$ cat src/rtl/ctrl3w_pkg.sv
package ctrl3w_pkg;
  localparam int BYTE_W = 8;
  localparam int ADDR_W = 6;

  typedef enum logic [1:0] {
    XF_SOUND  = 2'b00,
    XF_RSVD1  = 2'b01,
    XF_STATUS = 2'b10,
    XF_RSVD3  = 2'b11
  } xfer_e;

  typedef enum logic [1:0] {
    CR_512 = 2'b00,
    CR_384 = 2'b01,
    CR_256 = 2'b10,
    CR_UNK = 2'b11
  } ratio_e;

  typedef struct packed {
    logic [1:0] ratio;
    logic [2:0] fmt;
    logic [5:0] vol;
    logic [1:0] deemph;
    logic       mute;
  } cfg_t;

  localparam cfg_t CFG_RST = '{ratio: CR_256, fmt: 3'b000, vol: 6'd0, deemph: 2'b00, mute: 1'b0};
endpackage

$ cat src/rtl/ctrl3w_sync.sv
module ctrl3w_sync #(
  parameter int          N       = 3,
  parameter int          STAGES  = 2,
  parameter logic [N-1:0] RST_VAL = '0
) (
  input  logic         clk_i,
  input  logic         rst_ni,
  input  logic [N-1:0] d_i,
  output logic [N-1:0] q_o
);
  logic [N-1:0] st_q [STAGES];

  always_ff @(posedge clk_i or negedge rst_ni) begin
    if (!rst_ni) begin
      for (int i = 0; i < STAGES; i++) st_q[i] <= RST_VAL;
    end else begin
      st_q[0] <= d_i;
      for (int i = 1; i < STAGES; i++) st_q[i] <= st_q[i-1];
    end
  end

  assign q_o = st_q[STAGES-1];
endmodule

$ cat src/rtl/ctrl3w_deser.sv
module ctrl3w_deser #(
  parameter int BYTE_W = 8
) (
  input  logic              clk_i,
  input  logic              rst_ni,
  input  logic              sclk_i,
  input  logic              mode_i,
  input  logic              sdat_i,
  output logic              byte_vld_o,
  output logic [BYTE_W-1:0] byte_o,
  output logic              addr_phase_o
);
  localparam int CNT_W = $clog2(BYTE_W);
  localparam logic [CNT_W-1:0] LAST = CNT_W'(BYTE_W - 1);

  logic              sclk_q, mode_q;
  logic [CNT_W-1:0]  cnt_q;
  logic [BYTE_W-1:0] shr_q;
  logic              rise, mode_edge;

  assign rise      = sclk_i & ~sclk_q;
  assign mode_edge = mode_i ^ mode_q;

  always_ff @(posedge clk_i or negedge rst_ni) begin
    if (!rst_ni) begin
      sclk_q <= 1'b1;
      mode_q <= 1'b0;
    end else begin
      sclk_q <= sclk_i;
      mode_q <= mode_i;
    end
  end

  always_ff @(posedge clk_i or negedge rst_ni) begin
    if (!rst_ni) begin
      cnt_q        <= '0;
      shr_q        <= '0;
      byte_vld_o   <= 1'b0;
      byte_o       <= '0;
      addr_phase_o <= 1'b1;
    end else if (mode_edge) begin
      // phase change drops any partial byte
      cnt_q      <= '0;
      byte_vld_o <= 1'b0;
    end else if (rise) begin
      shr_q <= {shr_q[BYTE_W-2:0], sdat_i};
      if (cnt_q == LAST) begin
        cnt_q        <= '0;
        byte_vld_o   <= 1'b1;
        byte_o       <= {shr_q[BYTE_W-2:0], sdat_i};
        addr_phase_o <= ~mode_i;
      end else begin
        cnt_q      <= cnt_q + 1'b1;
        byte_vld_o <= 1'b0;
      end
    end else begin
      byte_vld_o <= 1'b0;
    end
  end

  a_r8_edge_clears_count: assert property (@(posedge clk_i) disable iff (!rst_ni)
    mode_edge |=> (cnt_q == '0));
  a_r8_byte_follows_rise: assert property (@(posedge clk_i) disable iff (!rst_ni)
    byte_vld_o |-> $past(rise));
  a_r5_single_strobe: assert property (@(posedge clk_i) disable iff (!rst_ni)
    byte_vld_o |=> !byte_vld_o);
endmodule

$ cat src/rtl/ctrl3w_regs.sv
module ctrl3w_regs
  import ctrl3w_pkg::*;
#(
  parameter int                DEV_W    = ADDR_W,
  parameter logic [DEV_W-1:0]  DEV_ADDR = 6'b000101
) (
  input  logic              clk_i,
  input  logic              rst_ni,
  input  logic              bus_en_i,
  input  logic              byte_vld_i,
  input  logic [BYTE_W-1:0] byte_i,
  input  logic              addr_phase_i,
  output cfg_t              cfg_o
);
  logic  sel_q;
  xfer_e xfer_q;
  cfg_t  cfg_q;
  logic  pay_vld;

  assign pay_vld = byte_vld_i & bus_en_i & ~addr_phase_i;

  always_ff @(posedge clk_i or negedge rst_ni) begin
    if (!rst_ni) begin
      sel_q  <= 1'b0;
      xfer_q <= XF_SOUND;
      cfg_q  <= CFG_RST;
    end else if (byte_vld_i && bus_en_i) begin
      if (addr_phase_i) begin
        sel_q  <= (byte_i[BYTE_W-1 -: DEV_W] == DEV_ADDR);
        xfer_q <= xfer_e'(byte_i[1:0]);
      end else if (sel_q) begin
        unique case (xfer_q)
          XF_SOUND: begin
            if (byte_i[7:6] == 2'b00) cfg_q.vol <= byte_i[5:0];
            else if (byte_i[7:6] == 2'b10) begin
              cfg_q.deemph <= byte_i[4:3];
              cfg_q.mute   <= byte_i[2];
            end
          end
          XF_STATUS: begin
            if (byte_i[7:6] == 2'b00) begin
              cfg_q.ratio <= byte_i[5:4];
              cfg_q.fmt   <= byte_i[3:1];
            end
          end
          default: ;
        endcase
      end
    end
  end

  assign cfg_o = cfg_q;

  a_r10_strap_hold: assert property (@(posedge clk_i) disable iff (!rst_ni)
    !bus_en_i |=> $stable(cfg_q));
  a_r2_deselected_hold: assert property (@(posedge clk_i) disable iff (!rst_ni)
    (pay_vld && !sel_q) |=> $stable(cfg_q));
  a_r3_unused_group: assert property (@(posedge clk_i) disable iff (!rst_ni)
    (pay_vld && xfer_q[0]) |=> $stable(cfg_q));
  a_r6_status_keeps_sound: assert property (@(posedge clk_i) disable iff (!rst_ni)
    (pay_vld && xfer_q == XF_STATUS) |=> ($stable(cfg_q.vol) && $stable(cfg_q.mute)));
  a_r5_idle_hold: assert property (@(posedge clk_i) disable iff (!rst_ni)
    !byte_vld_i |=> $stable(cfg_q));
endmodule

$ cat src/rtl/ctrl3w_slave.sv
module ctrl3w_slave
  import ctrl3w_pkg::*;
#(
  parameter int               SYNC_STAGES = 2,
  parameter logic [ADDR_W-1:0] DEV_ADDR   = 6'b000101
) (
  input  logic       clk_i,
  input  logic       rst_ni,
  input  logic       bus_clk_i,
  input  logic       bus_mode_i,
  input  logic       bus_data_i,
  input  logic [1:0] strap_i,
  input  logic [3:0] app_i,
  output logic [1:0] ratio_o,
  output logic [2:0] fmt_o,
  output logic [5:0] vol_o,
  output logic [1:0] deemph_o,
  output logic       mute_o
);
  logic [2:0]        sync_q;
  logic              byte_vld, addr_phase, strap_mode;
  logic [BYTE_W-1:0] byte_d;
  cfg_t              reg_cfg, pin_cfg, out_cfg;

  ctrl3w_sync #(.N(3), .STAGES(SYNC_STAGES), .RST_VAL(3'b100)) u_sync (
    .clk_i (clk_i),
    .rst_ni(rst_ni),
    .d_i   ({bus_clk_i, bus_mode_i, bus_data_i}),
    .q_o   (sync_q)
  );

  ctrl3w_deser #(.BYTE_W(BYTE_W)) u_deser (
    .clk_i       (clk_i),
    .rst_ni      (rst_ni),
    .sclk_i      (sync_q[2]),
    .mode_i      (sync_q[1]),
    .sdat_i      (sync_q[0]),
    .byte_vld_o  (byte_vld),
    .byte_o      (byte_d),
    .addr_phase_o(addr_phase)
  );

  assign strap_mode = |strap_i;

  ctrl3w_regs #(.DEV_W(ADDR_W), .DEV_ADDR(DEV_ADDR)) u_regs (
    .clk_i       (clk_i),
    .rst_ni      (rst_ni),
    .bus_en_i    (~strap_mode),
    .byte_vld_i  (byte_vld),
    .byte_i      (byte_d),
    .addr_phase_i(addr_phase),
    .cfg_o       (reg_cfg)
  );

  always_comb begin
    pin_cfg.ratio  = (strap_i == 2'b01) ? CR_384 : CR_256;
    pin_cfg.fmt    = {1'b0, app_i[2], app_i[3]};
    pin_cfg.vol    = '0;
    pin_cfg.deemph = app_i[1] ? 2'b10 : 2'b00;
    pin_cfg.mute   = app_i[0];
    out_cfg        = strap_mode ? pin_cfg : reg_cfg;
  end

  assign ratio_o  = out_cfg.ratio;
  assign fmt_o    = out_cfg.fmt;
  assign vol_o    = out_cfg.vol;
  assign deemph_o = out_cfg.deemph;
  assign mute_o   = out_cfg.mute;
endmodule

$ cat config.mk
export PLATFORM = sky130hd
export DESIGN_NAME = ctrl3w_slave
export DESIGN_NICKNAME = d
export VERILOG_FILES = /design/src/rtl/ctrl3w_pkg.sv /design/src/rtl/ctrl3w_sync.sv /design/src/rtl/ctrl3w_deser.sv /design/src/rtl/ctrl3w_regs.sv /design/src/rtl/ctrl3w_slave.sv
export SDC_FILE = /design/constraint.sdc
export NUM_CORES = 1
export LEC_CHECK = 0
export BUFFER_PORTS_ARGS = -buffer_cell sky130_fd_sc_hd__buf_2
export CORE_MARGIN = 5
export CORE_UTILIZATION = 40
export CTS_BUF_LIST = sky130_fd_sc_hd__clkbuf_8
export DETAILED_ROUTE_END_ITERATION = 8
export SLEW_MARGIN = 20
export SYNTH_ARGS = -nofsm -noshare
export SYNTH_HDL_FRONTEND = slang
export SYNTH_SLANG_ARGS = --single-unit
$ cat constraint.sdc
create_clock -name clk_i -period 1.8 [get_ports clk_i]
set_input_delay 0.36 -clock clk_i [delete_from_list [all_inputs] [get_ports clk_i]]
set_output_delay 0.36 -clock clk_i [all_outputs]
set_load 0.005 [all_outputs]
==> metrics.md, run 1 <==
| Metric | Value |
|---|---|
| Row cnt | 25 |
| # fillers | between 400 and 500 |
| Yosys cell types | 27 |
| Leak Pwr | 0.00112 µW |
| Average cell area after synthesis | 15.0 µm² |
| Max Clock Freq | between 0.6 and 0.7 GHz |
| Startpoint class of the critical path | flop |
| Final setup fails | 0 |
| WP data required | ~2.0 ns |
| Clock sinks | 45 |
| Drt first pass iters | 4 |
| Vias in the first global route | approximately 1,100 |
| Via count | between 1,000 and 1,500 |
| Count leader, synth | dfrtp_1 |
| CTS tree | yes |
| Multi-input gate area | ~720 µm² |
| Post-CTS sizing | 0 |
| Largest cells by area after synthesis | dfrtp_1 (53%), mux2_2 (17%), dfstp_2 (7.0%), mux2_4 (6.4%), and2_1 (3.3%) |
| Outcome | complete, no violations |
| Prevailing post-synth register cell | dfrtp_1 |
| Port-buffer cells | 24 |
| Postcts setup bufs | 0 |
| Root Buffer Master | clkbuf_8 |
| Slew Viols, Final | 0 |
| GRT Total Usage | a little under an eighth |
| Grt ovf | 0 |
| Clock transition at path regs | about 0.08 ns |
| Global-route wire length before repair | 5560 µm |
| Power per cell area | just under 900 mW/mm² |
| Min-delay worst type | in -> async |
| Largest net degree at the start of global routing | 27 |
| Clock Power Share | ~33% |
| Diode count | 0 |
| P_sw | around 450 µW |
| Internal power | 1490 µW |
| Post-synthesis cell count | 126 |
| WHS | approximately 0.015 ns |
| IO Pins | 25 |
| Max FO, Critical Path | 9 |
| CTS H-tree depth | 2 |
| WP data arrival | 1.85 ns |
| Worst-skew pair later-pin latency | between 0.2 and 0.3 ns |
| Vias per inst | between 4 and 5 |
| Register Area | 0.00113 mm² |
| Post-synthesis sequential area ratio | around three fifths |
| TNS Setup | 0 ns |
| TritonCTS Buffers | 5 |
| Post-synth ARST share | 100% |
| Post-Synth XOR/XNOR Area | less than 1% |
| Tmin final | between 1.5 and 2 ns |
| # DRC | 0 |
| Initial Util | roughly 40% |
| CP Class | reg -> reg |
| Synth cell count leaders | dfrtp_1 (40), mux2_2 (28), and2_1 (10), mux2_4 (8) |
| Synthesis-stage register bit count | between 40 and 50 |
| Clock Tree Buf Depth | 2 |
| Yosys top cell area share | a little over half |
| Post-layout nets | around 170 |
| Unrepaired setup endpoints after global routing | false |
| DP HPWL | about 2300 µm |
| Post-Syn Nets | between 100 and 150 |
| Cell taking the most area after synthesis | dfrtp_1 |
| Synth Area in Adders | between 1.5 and 2% |
| Switching part of the total | 23.0% |
| Number of hold buffers added after CTS | 0 |
| Worst Skew | approximately 0.0080 ns |
| 1st-iter DRT viols | 58 |
| Compound-Gate Fraction of Synth Area | less than 1% |
| Syn Std Cell Area | 0.00189 mm² |
| Post-synth EDFFs | 0 |
| Worst slew pin tran | just under 0.5 ns |
| Die X | a little under 80 µm |
| Post-Synth Simple-Gate Area | 10.7% |
| Core area | between 0.004 and 0.005 mm² |
| Initial antenna violation count | 0 |
| Drt wl/cell | between 10 and 15 µm |
| Mux contribution to synthesized area | between 20% and 30% |
| Placer Congestion | ~0.74 |
| CP Capture Type | flop |
| Share of layout cells above drive strength 1 | around 51% |
| Die ar. | roughly 0.0062 mm² |
| Relative slew slack | 67.8% |
| Reg power frac | about three fifths |
| Warnings, synthesis | 0 |
| Final WL | a little over 3000 µm |
| Maximum vdd ir drop | between 0.5 and 0.6 mV |
| Combinational Power Share | approximately 7.6% |
| Area delta synth->final | 16.3% |
| Fin crit share | 92.4% |
| Final hold viol count | 0 |
| Largest family of logic cells by synthesized area | multiplexers |
| DRT antenna net count | 0 |
| Die H | between 70 and 80 µm |
| Max cap viols | 0 |
[final timing paths]
check                      cells after the start  slack (ns)                    startpoint                       endpoint
max                                            6        0.14  u_deser.cnt_q[0]$_DFFE_PN0P_  u_deser.byte_o[1]$_DFFE_PN0P_
min                                            1        0.02                        rst_ni   u_regs.cfg_o[10]$_DFFE_PN0P_
max reg2reg                                    6        0.14  u_deser.cnt_q[0]$_DFFE_PN0P_  u_deser.byte_o[1]$_DFFE_PN0P_
min reg2reg                                    0        0.35      u_sync.st_q[3]$_DFF_PN0_        u_sync.q_o[0]$_DFF_PN0_
max in group asynchronous                      2        1.21                        rst_ni   u_regs.cfg_o[13]$_DFFE_PN1P_
min in group clk_i                             1        0.17                     bus_clk_i       u_sync.st_q[5]$_DFF_PN1_
[cell families (layout without fill, tap and decap cells)]
group,after synthesis,after routing
AND/OR/NAND/NOR,30,30
flip-flops,45,45
multiplexers,38,38
XOR/XNOR,1,1
AO/OA/AOI/OAI,3,3
buffers and inverters,6,39
adder cells (fa/ha/maj),3,3
[area by class of cell]
type / count / area share [%]
clock inverters: 2 / 0.627
inverters: 3 / 0.513
well taps: 54 / 3.08
clock buffers: 6 / 3.76
flip-flops and latches: 45 / 51.6
repair buffers: 28 / 7.58
multi-input cells: 75 / 32.8
[cell usage in the layout, fill, tap and decap left out, drive strengths merged, types with 2 or more instances in the layout]
| cell | instances |
|---|---|
| nor2 | 6 |
| mux2 | 36 |
| a21oi | 2 |
| inv | 3 |
| nand2 | 3 |
| ha | 3 |
| clkinv | 2 |
| dfstp | 5 |
| nand4b | 2 |
| mux2i | 2 |
| buf | 28 |
| and2 | 10 |
| clkbuf | 6 |
| dfrtp | 40 |
[power by group through the flow]
stage | clock, µW | combinational [µW] | sequential (µW)
3_5_place_dp | 0 | 152 | 1170
3_3_place_gp | 0 | 147 | 1160
5_1_grt | 712 | 170 | 1160
2_1_floorplan | 0 | 94.6 | 1150
6_report | 641 | 148 | 1150
4_1_cts | 669 | 152 | 1150
[critical path: stages, from the launching register on]
cell and delay [ns]:
dfrtp_1 0.38, ha_1 0.18, ha_1 0.14, inv_1 0.03, or3_1 0.37, buf_6 0.16
mux2_4 0.30
[per-stage QoR]
step / total power, µW / util, % / area (µm²) / cells / setup slack, ns
2_1_floorplan: 1240 / - / 1890 / 126 / 0.195
3_3_place_gp: 1310 / 44.9 / 2090 / 205 / 0.138
3_5_place_dp: 1320 / 44.9 / 2090 / 205 / 0.102
4_1_cts: 1970 / 47.0 / 2190 / 213 / 0.101
5_1_grt: 2040 / 47.1 / 2190 / 213 / 0.0149
6_report: 1930 / 47.1 / 2190 / 213 / 0.137
[per-layer routing]
layer / global-route usage, % / up-vias / part of all wire (%)
li1: - / 500 / -
met1: 14.5 / 531 / 45
met2: 18.3 / 26 / 48
met3: 2.87 / 4 / 5.0
met4: 5.77 / 0 / 1.6
met5: 0 / - / 0
[flip-flops by register name, indices dropped and copies added, names as in the netlist, 2 cells and up]
name and cells:
u_regs.cfg_o 14, u_deser.byte_o 8, u_deser.shr_q 7, u_deser.cnt_q 3, u_sync.q_o 3, u_sync.st_q 3, u_regs.xfer_q 2
(Power assumes the default switching activity.)
==> run 2, diff against run 1 <==
ABC_AREA = 1   (was default)
clock period = 1.55 ns   (was 1.8 ns; I/O delays follow)
==> metrics.md, run 2 <==
| Metric | Value |
|---|---|
| Number of hold buffers added after CTS | 1 |
| Final hold viol count | 0 |
| Via count | around 1,500 |
| TNS Setup | 0 ns |
| Share of layout cells above drive strength 1 | 21.7% |
| Max FO, Critical Path | 10 |
| Setup WS post-layout | around 0.15 ns |
| Worst slew pin tran | roughly 0.49 ns |
| Startpoint class of the critical path | flop |
| CTS H-tree depth | 2 |
| Combinational Power Share | 6.8% |
| Initial antenna violation count | 0 |
| Root Buffer Master | clkbuf_8 |
| Yosys cell types | 20 |
| Relative slew slack | 67.6% |
| Vias in the first global route | 1,421 |
| Postcts setup bufs | 0 |
| Clock Power Share | a little over a third |
| Max cap viols | 0 |
| Die ar. | ~0.0065 mm² |
| Tmin final | 1.40 ns |
| CP Capture Type | flop |
| Worst-skew pair later-pin latency | about 0.29 ns |
| Count leader, synth | nand2_1 |
| Post-synthesis cell count | 231 |
| Fin crit share | around 90% |
| Placer Congestion | approximately 0.76 |
| Power per cell area | roughly 960 mW/mm² |
| Place WS | ~0.14 ns |
| DP HPWL | between 2000 and 3000 µm |
| Synth cell count leaders | nand2_1 (100), dfrtp_1 (40), nand3_1 (18), nor2_1 (16), inv_1 (15) |
| # fillers | just under 500 |
| WP data arrival | 1.58 ns |
| Worst R2R Start | u_deser.cnt_q[0]$_DFFE_PN0P_ |
| WP data required | 1.74 ns |
| Yosys top cell area share | between 50% and 60% |
| Syn Std Cell Area | roughly 0.0020 mm² |
| Row cnt | 25 |
| Maximum vdd ir drop | a little under 0.6 mV |
| Post-synthesis sequential area ratio | approximately 57% |
| Prevailing post-synth register cell | dfrtp_1 |
| Global-route wire length before repair | 6430 µm |
| Largest net degree at the start of global routing | 23 |
| Max Clock Freq | ~0.7 GHz |
| Average cell area after synthesis | about 8.6 µm² |
| Slew Viols, Final | 0 |
| IO Pins | 25 |
| Die H | 80.4 µm |
| Core area | between 0.004 and 0.005 mm² |
| Unrepaired setup endpoints after global routing | false |
| Final Cell Area | 0.00230 mm² |
| DRT antenna net count | 0 |
| Final WL | between 3000 and 4000 µm |
| Reg power frac | a little under 60% |
| Min-delay worst type | in -> reg |
| Worst Skew | 0.00489 ns |
| Drt first pass iters | 4 |
| Final Core Density | 48.3% |
| Reg2reg setup slack | between 0.15 and 0.2 ns |
| CTS tree | yes |
| # DRC | 0 |
| Leak Pwr | ~0.0012 µW |
| CP Launch Point | u_deser.cnt_q[0]$_DFFE_PN0P_ |
| Number of flip-flops under the largest register name | 14 |
| Most frequent cells in the layout | nand2_1 (100), dfrtp_1 (40), buf_2 (24) |
| Post-synth EDFFs | 0 |
| Hold endpoint | u_sync.st_q[5]$_DFF_PN1_ |
| Post-Syn Nets | ~250 |
| Internal power | about 1700 µW |
| Largest cells by area after synthesis | dfrtp_1 (50%), nand2_1 (19%), dfstp_2 (6.6%), nand3_1 (4.5%), nand4_1 (3.2%) |
| TritonCTS Buffers | 5 |
| WHS | ~0.11 ns |
| R2r worst-path depth | 5 |
| CP Class | reg -> reg |
| Vias per inst | ~4.5 |
| Warnings, synthesis | 0 |
| Reg2reg end | u_deser.byte_o[0]$_DFFE_PN0P_ |
| Area delta synth->final | 15.8% |
| P_sw | 509 µW |
| Post-CTS sizing | 0 |
| Synthesis-stage register bit count | 45 |
| 1st-iter DRT viols | 52 |
| Switching part of the total | a little under a quarter |
| Die X | ~80 µm |
| Clock sinks | 45 |
| Port-buffer cells | 24 |
| Hold path cells | 1 |
| Final setup fails | 0 |
| Post-synth ARST share | between 90% and 100% |
| Post-layout nets | around 280 |
| Hold Startpoint | bus_clk_i |
| Diode count | 0 |
| Drt wl/cell | between 10 and 15 µm |
| Placement Cell Area | ~0.0022 mm² |
| Initial Util | 41.7% |
| Grt ovf | 0 |
| Most common cell after layout, fill and taps aside | nand2_1 |
| Clock Tree Buf Depth | 2 |
| Clock transition at path regs | roughly 0.080 ns |
| Cell taking the most area after synthesis | dfrtp_1 |
| Outcome | complete, no violations |
| GRT Total Usage | roughly 13% |
run 2: changes by cell type in the layout (fill, tap and decap cells not counted), sizes merged, moves of 2 or more:
cell,before,now
and2,10,0
inv,3,18
mux2,36,0
mux2i,2,0
nand2,3,105
nand3,0,20
nand4,0,10
nand4b,2,0
nor2,6,21
o21ai,0,2
run 2: cell families (layout without fill, tap and decap cells):
family	Yosys count	count (layout)	share of synthesized area (%)
AO/OA/AOI/OAI	3	3	0.756
AND/OR/NAND/NOR	157	157	35.3
buffers and inverters	23	55	4.98
adder cells (fa/ha/maj)	3	3	1.89
flip-flops	45	45	57.1
run 2: metrics by stage:
stage                     std cells  power, µW
after floorplan                 231       1380
after global routing            330       2320
after CTS                       330       2240
after detailed placement        321       1450
after global placement          321       1450
final                           330       2200
run 2: worst max-delay path by stage:
stage                                    endpoint  depth (start not counted)
global placement    u_deser.byte_o[0]$_DFFE_PN0P_                          5
detailed placement  u_deser.byte_o[0]$_DFFE_PN0P_                          5
CTS                 u_deser.byte_o[0]$_DFFE_PN0P_                          5
finish              u_deser.byte_o[0]$_DFFE_PN0P_                          5
floorplan           u_deser.byte_o[0]$_DFFE_PN0P_                          6
global route        u_deser.byte_o[0]$_DFFE_PN0P_                          5
run 2: layout make-up:
type	count	area (µm²)	area share [%]
Timing Repair Buffer	29	160	6.97
Inverter	18	67.6	2.94
Clock buffer	7	96.3	4.19
Sequential cell	45	1130	49.3
Multi-Input combinational cell	163	753	32.8
Clock inverter	1	5.00	0.218
Tap cell	67	83.8	3.65
run 2: critical path, cell delays in order, from the launching register on:
cell and delay [ns]:
dfrtp_1 0.37, ha_1 0.18, ha_1 0.35, nand3_2 0.23, nand2_1 0.11, nand2_1 0.05
run 2: power groups by stage:
stage	Combinational [µW]	Clock (µW)	Sequential [µW]
6_report	149	774	1280
2_1_floorplan	86.5	0	1290
3_5_place_dp	150	0	1300
3_3_place_gp	147	0	1300
4_1_cts	153	805	1280
5_1_grt	177	852	1290
run 2: metal layers:
metal,part of all wire (%),global-route usage (%),up-vias
met2,44,20.9,35
met4,1.3,4.05,0
met5,0,0,-
li1,-,-,787
met3,6.5,3.36,5
met1,48,16.9,645
